## src/rtl/irqagg_pkg.sv

```systemverilog
package irqagg_pkg;
  // register offsets from the base address
  localparam int unsigned OFS_ROOT = 0;
  localparam int unsigned OFS_MST0 = 1;
  localparam int unsigned OFS_BSEL = 5;
  localparam int unsigned OFS_STAT = 6;
  localparam int unsigned OFS_CFG  = 7;
  localparam int unsigned OFS_LIVE = 8;

  // configuration byte fields
  localparam int unsigned CB_LVL    = 0;
  localparam int unsigned CB_MSK_LO = 1;
  localparam int unsigned CB_MSK_HI = 2;
  localparam int unsigned CB_CLR    = 3;
  localparam int unsigned CB_IDX    = 4;
  localparam int unsigned CB_STB    = 7;

  typedef struct packed {
    logic lvl;
    logic msk_lo;
    logic msk_hi;
  } line_cfg_t;

  localparam line_cfg_t CFG_RESET = '{lvl: 1'b0, msk_lo: 1'b1, msk_hi: 1'b1};
endpackage

```

## src/rtl/irqagg_line.sv

```systemverilog
module irqagg_line
  import irqagg_pkg::*;
(
  input  logic      clk,
  input  logic      rst_n,
  input  logic      level_i,
  input  logic      cfg_we_i,
  input  logic      clr_i,
  input  line_cfg_t cfg_i,
  output logic      pend_o,
  output line_cfg_t cfg_o,
  output logic      prev_o
);
  logic      pend_q, pend_d;
  logic      prev_q;
  line_cfg_t cfg_q;
  logic      rise, fall, hit;

  always_comb begin
    rise = level_i & ~prev_q;
    fall = ~level_i & prev_q;
    if (cfg_q.lvl) begin
      hit = (level_i & ~cfg_q.msk_hi) | (~level_i & ~cfg_q.msk_lo);
    end else begin
      hit = (rise & ~cfg_q.msk_hi) | (fall & ~cfg_q.msk_lo);
    end
    pend_d = pend_q | hit;
    if (cfg_we_i && clr_i) begin
      pend_d = 1'b0;
    end
  end

  always_ff @(posedge clk or negedge rst_n) begin
    if (!rst_n) begin
      pend_q <= 1'b0;
      prev_q <= 1'b0;
      cfg_q  <= CFG_RESET;
    end else begin
      pend_q <= pend_d;
      prev_q <= level_i;
      if (cfg_we_i) begin
        cfg_q <= cfg_i;
      end
    end
  end

  assign pend_o = pend_q;
  assign cfg_o  = cfg_q;
  assign prev_o = prev_q;
endmodule

```

## src/rtl/irqagg_tree.sv

```systemverilog
module irqagg_tree #(
  parameter int unsigned N_BLK = 32,
  localparam int unsigned N_MST = (N_BLK + 7) / 8
) (
  input  logic [N_BLK*8-1:0] pend_i,
  output logic [N_BLK-1:0]   blk_any_o,
  output logic [N_MST-1:0]   mst_any_o
);
  logic [N_MST*8-1:0] blk_pad;

  for (genvar b = 0; b < N_BLK; b++) begin : g_blk
    assign blk_any_o[b] = |pend_i[b*8 +: 8];
  end

  always_comb begin
    blk_pad = '0;
    blk_pad[N_BLK-1:0] = blk_any_o;
  end

  for (genvar m = 0; m < N_MST; m++) begin : g_mst
    assign mst_any_o[m] = |blk_pad[m*8 +: 8];
  end
endmodule

```

## src/rtl/irq_aggregator.sv

```systemverilog
module irq_aggregator
  import irqagg_pkg::*;
#(
  parameter int unsigned N_LINES = 256,
  parameter logic [9:0]  BASE    = 10'h1BB,
  localparam int unsigned LW     = $clog2(N_LINES),
  localparam int unsigned N_BLK  = N_LINES / 8,
  localparam int unsigned BW     = $clog2(N_BLK),
  localparam int unsigned N_MST  = (N_BLK + 7) / 8
) (
  input  logic               clk,
  input  logic               rst_n,
  input  logic [N_LINES-1:0] line_i,
  input  logic [9:0]         bus_addr,
  input  logic               bus_we,
  input  logic [7:0]         bus_wdata,
  output logic [7:0]         bus_rdata,
  output logic               irq_o
);
  localparam logic [9:0] A_ROOT = BASE + 10'(OFS_ROOT);
  localparam logic [9:0] A_MST0 = BASE + 10'(OFS_MST0);
  localparam logic [9:0] A_BSEL = BASE + 10'(OFS_BSEL);
  localparam logic [9:0] A_STAT = BASE + 10'(OFS_STAT);
  localparam logic [9:0] A_CFG  = BASE + 10'(OFS_CFG);
  localparam logic [9:0] A_LIVE = BASE + 10'(OFS_LIVE);

  logic [BW-1:0]      bsel_q, bsel_d;
  logic               bsel_we;
  logic               cfg_we;
  logic [LW-1:0]      cfg_idx;
  line_cfg_t          cfg_wr;
  logic [N_LINES-1:0] pend_vec, mhi_vec, mlo_vec, lvl_vec, prev_vec;
  logic [N_BLK-1:0]   blk_any;
  logic [N_MST-1:0]   mst_any;
  logic [31:0]        blk_pad;
  logic [7:0]         root_byte;
  logic [LW-1:0]      win_base;

  // write decode
  always_comb begin
    bsel_we = bus_we && (bus_addr == A_BSEL);
    bsel_d  = bus_wdata[BW-1:0];
    cfg_we  = bus_we && (bus_addr == A_CFG) && bus_wdata[CB_STB];
    cfg_idx = {bsel_q, bus_wdata[CB_IDX +: 3]};
    cfg_wr  = '{lvl:    bus_wdata[CB_LVL],
                msk_lo: bus_wdata[CB_MSK_LO],
                msk_hi: bus_wdata[CB_MSK_HI]};
  end

  always_ff @(posedge clk or negedge rst_n) begin
    if (!rst_n) begin
      bsel_q <= '0;
    end else if (bsel_we) begin
      bsel_q <= bsel_d;
    end
  end

  // per-line trigger cells
  for (genvar l = 0; l < N_LINES; l++) begin : g_line
    line_cfg_t cfg_l;
    irqagg_line u_line (
      .clk      (clk),
      .rst_n    (rst_n),
      .level_i  (line_i[l]),
      .cfg_we_i (cfg_we && (cfg_idx == LW'(l))),
      .clr_i    (bus_wdata[CB_CLR]),
      .cfg_i    (cfg_wr),
      .pend_o   (pend_vec[l]),
      .cfg_o    (cfg_l),
      .prev_o   (prev_vec[l])
    );
    assign mhi_vec[l] = cfg_l.msk_hi;
    assign mlo_vec[l] = cfg_l.msk_lo;
    assign lvl_vec[l] = cfg_l.lvl;
  end

  irqagg_tree #(.N_BLK(N_BLK)) u_tree (
    .pend_i    (pend_vec),
    .blk_any_o (blk_any),
    .mst_any_o (mst_any)
  );

  // read path
  always_comb begin
    blk_pad = '0;
    blk_pad[N_BLK-1:0] = blk_any;
    root_byte = '0;
    root_byte[N_MST:1] = mst_any;
    win_base = {bsel_q, 3'b000};
    bus_rdata = '0;
    if (bus_addr == A_ROOT) begin
      bus_rdata = root_byte;
    end else if (bus_addr >= A_MST0 && bus_addr < A_MST0 + 10'd4) begin
      bus_rdata = blk_pad[8*int'(bus_addr - A_MST0) +: 8];
    end else if (bus_addr == A_BSEL) begin
      bus_rdata = 8'(bsel_q);
    end else if (bus_addr == A_STAT) begin
      bus_rdata = pend_vec[win_base +: 8];
    end else if (bus_addr == A_LIVE) begin
      bus_rdata = line_i[win_base +: 8];
    end
  end

  assign irq_o = |root_byte;
endmodule

```

## config.mk

```make
export PLATFORM = sky130hd
export DESIGN_NAME = irq_aggregator
export DESIGN_NICKNAME = d
export VERILOG_FILES = /design/src/rtl/irqagg_pkg.sv /design/src/rtl/irqagg_line.sv /design/src/rtl/irqagg_tree.sv /design/src/rtl/irq_aggregator.sv
export SDC_FILE = /design/constraint.sdc
export NUM_CORES = 2
export LEC_CHECK = 0
export BUFFER_PORTS_ARGS = -buffer_cell sky130_fd_sc_hd__buf_2
export CAP_MARGIN = 20
export CORE_UTILIZATION = 55
export DETAILED_ROUTE_END_ITERATION = 10
export PLACE_DENSITY_LB_ADDON = 0.08
export SLEW_MARGIN = 0
export SYNTH_ARGS = -nofsm -noshare
export SYNTH_HDL_FRONTEND = slang
export SYNTH_SLANG_ARGS = --single-unit
```

## constraint.sdc

```tcl
create_clock -name clk -period 4.9 [get_ports clk]
set_clock_uncertainty 0.1 [all_clocks]
set_input_delay 0.245 -clock clk [delete_from_list [all_inputs] [get_ports clk]]
set_output_delay 0.245 -clock clk [all_outputs]
set_load 0.01 [all_outputs]
```

* After elaboration in Yosys (flattened, before gate mapping)
Index checks and enable logic that the tools add are counted.
Word-level totals: word-level logic and storage cells 5946, output and inout port bits 9, input bits 277, bits in registers 1285
Cells by class: shift-type cells 3, multiplexer cells 517, equality and inequality tests 260, magnitude comparators 2, add/subtract/negate cells 1, reductions and logical operators 554, bitwise gates (word level) 3328
Operator list (count):
- 1-bit bitwise AND | 1536
- 8-bit == test, second input constant | 128
- 1-bit NOT | 1024
- 1-bit bitwise OR | 768
- 1-bit logical AND | 516
- 8-bit by 7-bit == test with 1-bit output, second input constant | 64
- 1-bit 2-to-1 mux | 512
- 256-bit by 9-bit variable part select with 8-bit output | 2
- 8-bit by 6-bit == test with 1-bit output, second input constant | 32
- 256-bit OR reduction | 1
- 64-bit OR reduction | 4
- 8-bit OR reduction | 32
- 8-bit by 5-bit == test with 1-bit output, second input constant | 16
- 8-bit by 4-bit == test with 1-bit output, second input constant | 8
- 10-bit by 9-bit == test with 1-bit output, second input constant | 5
- 8-bit 2-to-1 mux | 5
- 8-bit by 3-bit == test with 1-bit output, second input constant | 4
- 32-bit by 14-bit variable part select with 8-bit output | 1
- 8-bit by 2-bit == test with 1-bit output, second input constant | 2
- 10-bit by 9-bit subtractor with 11-bit output, second input constant | 1
- 10-bit by 9-bit >= comparator with 1-bit output, second input constant | 1
- 10-bit by 9-bit < comparator with 1-bit output, second input constant | 1
- 8-bit by 1-bit == test with 1-bit output, second input constant | 1
- 8-bit logical NOT | 1

* Logic depth before layout (Yosys ltp)
word-level depth 7, depth in mapped cells 10, depth with buffers taken out 8

* By module
A second synthesis with hierarchy kept.
Unflattened totals: cell total of the unflattened synthesis 4516, area total of the unflattened synthesis 57590.2 µm²
By module, submodules not included:
- irqagg_line | cells an instance 14, area an instance 196.4 µm², seq. area each 127.6 µm², times used 256
- irq_aggregator | cells an instance 816, area an instance 6451.2 µm², seq. area each 125.1 µm², times used 1
- irqagg_tree | cells an instance 116, area an instance 850.8 µm², seq. area each 0.0 µm², times used 1

* Worst setup path after synthesis
No wires, ideal clock.
path type input port to flip-flop, from input bus_addr[2], to register g_line[195].u_line.cfg_q, in the netlist g_line[195].u_line.cfg_o[2], setup time 125 ps, buffers on the path 2, required time 4675 ps, stages 10, arrival 2379 ps, slack 2297 ps, cells stage by stage inv_1 -> ha_1 -> nand4bb_1 -> or3_4 -> or3_4 -> or2_1 -> buf_6 -> buf_8 -> nor2_4 -> mux2_2
Between the ends: word-level cells in the longest chain between the ends 4
Ends and longest elaborated chain:
- from (decl) | line irq_aggregator.sv:14 | input logic [9:0] bus_addr,
- 10-bit by 9-bit == test with 1-bit output | line irq_aggregator.sv:43 | cfg_we = bus_we && (bus_addr == A_CFG) && bus_wdata[CB_STB];
- 1-bit logical AND (2 in series) | line irq_aggregator.sv:43
- 1-bit logical AND | line irq_aggregator.sv:65 | .cfg_we_i (cfg_we && (cfg_idx == LW'(l))),
- to (signal assigned) | line irqagg_line.sv:42 | cfg_q <= cfg_i;
- to (decl) | line irqagg_line.sv:16 | line_cfg_t cfg_q;
No other way between the ends. A chain may end at the register's enable or synchronous reset.

* Final worst setup path
from register bsel_q[0], to output bus_rdata[7]
Between the ends: word-level cells in the longest chain between the ends 6, elaborated cells between the ends (all ways) 7, those cells by class 2 x shift; 5 x mux
Ends and longest elaborated chain:
- from (decl) | line irq_aggregator.sv:27 | logic [BW-1:0] bsel_q, bsel_d;
- from (signal assigned) | line irq_aggregator.sv:54 | bsel_q <= bsel_d;
- 256-bit by 9-bit variable part select with 8-bit output | line irq_aggregator.sv:100 | bus_rdata = line_i[win_base +: 8];
- 8-bit 2-to-1 mux | line irq_aggregator.sv:99 | end else if (bus_addr == A_LIVE) begin
- 8-bit 2-to-1 mux * | line irq_aggregator.sv:97 | end else if (bus_addr == A_STAT) begin
- 8-bit 2-to-1 mux * | line irq_aggregator.sv:95 | end else if (bus_addr == A_BSEL) begin
- 8-bit 2-to-1 mux * | line irq_aggregator.sv:93 | end else if (bus_addr >= A_MST0 && bus_addr < A_MST0 + 10'd4) begin
- 8-bit 2-to-1 mux * | line irq_aggregator.sv:91 | if (bus_addr == A_ROOT) begin
- to (decl) | line irq_aggregator.sv:17 | output logic [7:0] bus_rdata,
Every way passes the cells marked *; elsewhere a longest branch is shown, timed or not.

==> flow_summary.json <==
{
  "power.leakage_nw": 28.5,
  "final_common_cell": "mux2_2",
  "gp_congestion": 0.956,
  "first_global_vias": 40400,
  "crit_buf_inv": 2,
  "area_delta_synth_final_pct": 18.5,
  "die_w_um": 327,
  "setup-violations-final": 0,
  "worst_pin_slew_ns": 1.18,
  "final_util_pct": 66.1,
  "synth_top_cell_by_area": "dfrtp_1",
  "fin_crit_ns": 4.44,
  "seq_area_frac_synth_pct": 56.6,
  "fin_setup_tns_ns": 0,
  "synth_enable_flop_cells": 0,
  "drtIter0Drc": 3241,
  "min_path_type": "input port to async pin",
  "p_per_area_nw_per_um2": 340,
  "critPathTopFamily": "multiplexers",
  "rsz0062_at_grt": "false",
  "end_kind": "output port",
  "drive_above_1_share_pct": 38.5,
  "io_pins": 286,
  "wl_per_cell_um": 27.3,
  "path_max_fanout": 58,
  "nets": 5330,
  "core_area_um2": 104000,
  "via_per_inst": 6.02,
  "max_freq_mhz": 225,
  "crit_path_start_kind": "flip-flop",
  "syn_area_per_cell_um2": 12.9,
  "cts_num_sinks": 1285,
  "clock_latency_ns": 0.75,
  "root_buffer": "clkbuf_16",
  "synth_top_area_share_pct": 33.4,
  "port_buffers": 285,
  "grt_max_degree": 155,
  "syn_inst": 4491,
  "cts-htree-levels": 4,
  "async_flop_share_pct": 100,
  "crit_chain": "buf_12 -> mux4_2 -> mux4_2 -> mux2i_1 -> o221ai_1 -> buf_2",
  "grt.overflow.total": 0,
  "cts_tree": "built",
  "maxSlewHeadroom_pct": 20.8,
  "routed_wl_um": 179000,
  "antenna_left": 0,
  "num_vias": 39400,
  "ys.flop_type": "dfrtp_1",
  "crit_required_ns": 4.55,
  "cts_buffer_depth": 3,
  "drv_cap": 0,
  "cp.arrival_ns": 4.09,
  "first_pass_iters": 5,
  "cts.clk_slew.worst_paths_ns": 0.06,
  "die_h_um": 327,
  "grt_pass1_wl_um": 267000,
  "finalHoldViolations": 0,
  "power_mw": 23.4,
  "yosysUniqueCellTypes": 55,
  "pre_cts_ws_ns": 1.27,
  "report.final.slew_viol_count": 0,
  "cts_resized": 0,
  "rows": 118,
  "drc": 0,
  "start_util_pct": 55.8,
  "crit_type": "flip-flop to output port",
  "grt.total_usage_pct": 34.0,
  "dieArea_um2": 107000,
  "numCtsBuffers": 142,
  "layout_setup_ws_ns": 0.461,
  "synthesis.area_um2": 58000,
  "synth-seq-cells": 1285,
  "yosys-top-cells-area": "dfrtp_1 (33%), dfstp_2 (23%), mux2_2 (15%), mux2i_1 (7.1%), xor2_1 (3.6%)",
  "yosysWarnings": 0,
  "antenna_found_initial": 10,
  "slowest_stage": "dfrtp_4",
  "status": "complete, no violations",
  "cpPeakStageDelay_ns": 0.90,
  "vdd_drop_max_mv": 0.328,
  "synth_fp_nets": 4771,
  "final.period_utilization_pct": 90.6,
  "layout.cells.most_common_list": "mux2_2 (778), dfrtp_1 (771), dfstp_2 (512)",
  "crit_top_cell": "mux4_2",
  "dp_hpwl_um": 124000
}
-- cell type report --
class	instances	area [um^2]
timing repair buffer	636	5000
inverter	23	86.3
multi-input combinational	2962	24200
sequential	1285	32800
fill	7898	35300
clock buffer	224	4360
clock inverter	38	494
tap	1380	1730
antenna	1	2.50
-- registers in the layout (all words and copies together), names as in the netlist --
register and flops:
g_line.u_line.cfg_o 768, bsel_q 5, g_line.u_line.pend_o 256, g_line.u_line.prev_o 256
-- layer usage --
layer / GRT usage [%] / wire (um) / vias to the layer above
met2: 51.2 / 81100 / 1428
met3: 6.56 / 12500 / 283
met5: 0 / 76 / -
met1: 49.6 / 79700 / 20600
met4: 10.9 / 5520 / 12
li1: - / - / 17200
-- Yosys cell counts, drive strengths merged (72+ instances only) --
library cell / count
dfstp: 512
nand2: 214
clkbuf: 151
o21a: 242
a21oi: 293
xor2: 241
mux2i: 409
nor2: 415
o22ai: 72
mux2: 779
dfrtp: 773
-- cell families (layout without fill, tap and decap cells) --
| group | Yosys count | count (layout) | synth area share, % |
|---|---|---|---|
| adder cells (fa/ha/maj) | 3 | 3 | 0.0648 |
| flip-flops | 1285 | 1285 | 56.6 |
| AND/OR/NAND/NOR | 782 | 782 | 5.93 |
| other | 0 | 1 | 0 |
| multiplexers | 1251 | 1251 | 24.6 |
| XOR/XNOR | 241 | 241 | 3.64 |
| AO/OA/AOI/OAI | 685 | 685 | 7.35 |
| buffers and inverters | 244 | 921 | 1.79 |
-- power breakdown --
group	switching [mW]	internal [mW]	total (mW)
combinational	0.976	0.572	1.55
sequential	0.0531	10.7	10.8
clock	4.34	6.68	11.0
-- final timing paths --
check / from / to / slack, ns / cells past startpoint
max: bsel_q[0] / bus_rdata[7] / 0.46 / 6
min in group clk: bus_wdata[0] / g_line[71].u_line.cfg_o[2] / 0.01 / 2
max reg2reg: bsel_q[0] / g_line[216].u_line.cfg_o[2] / 1.40 / 6
min reg2reg: g_line[93].u_line.cfg_o[2] / g_line[93].u_line.cfg_o[2] / 0.41 / 1
min: rst_n / g_line[90].u_line.cfg_o[2] / 0.005 / 2
max in group asynchronous: rst_n / g_line[37].u_line.prev_o / 3.35 / 3
-- what timing repair did --
item / 4_1_cts / 5_1_grt
hold buffers: 260 / 0
setup buffers: 0 / 0
endpoints found under the hold margin: 740 / 0
-- stage by stage --
stage	std cells	area, um^2	hold slack (ns)
CTS	6547	68700	0.00734
finish	6549	68700	0.00502
floorplan	4491	58000	-0.151
global placement	6022	61200	0.186
detailed placement	6025	61200	0.183
global route	6549	68700	0.0291
No activity file was read; power rests on OpenSTA's default activity.
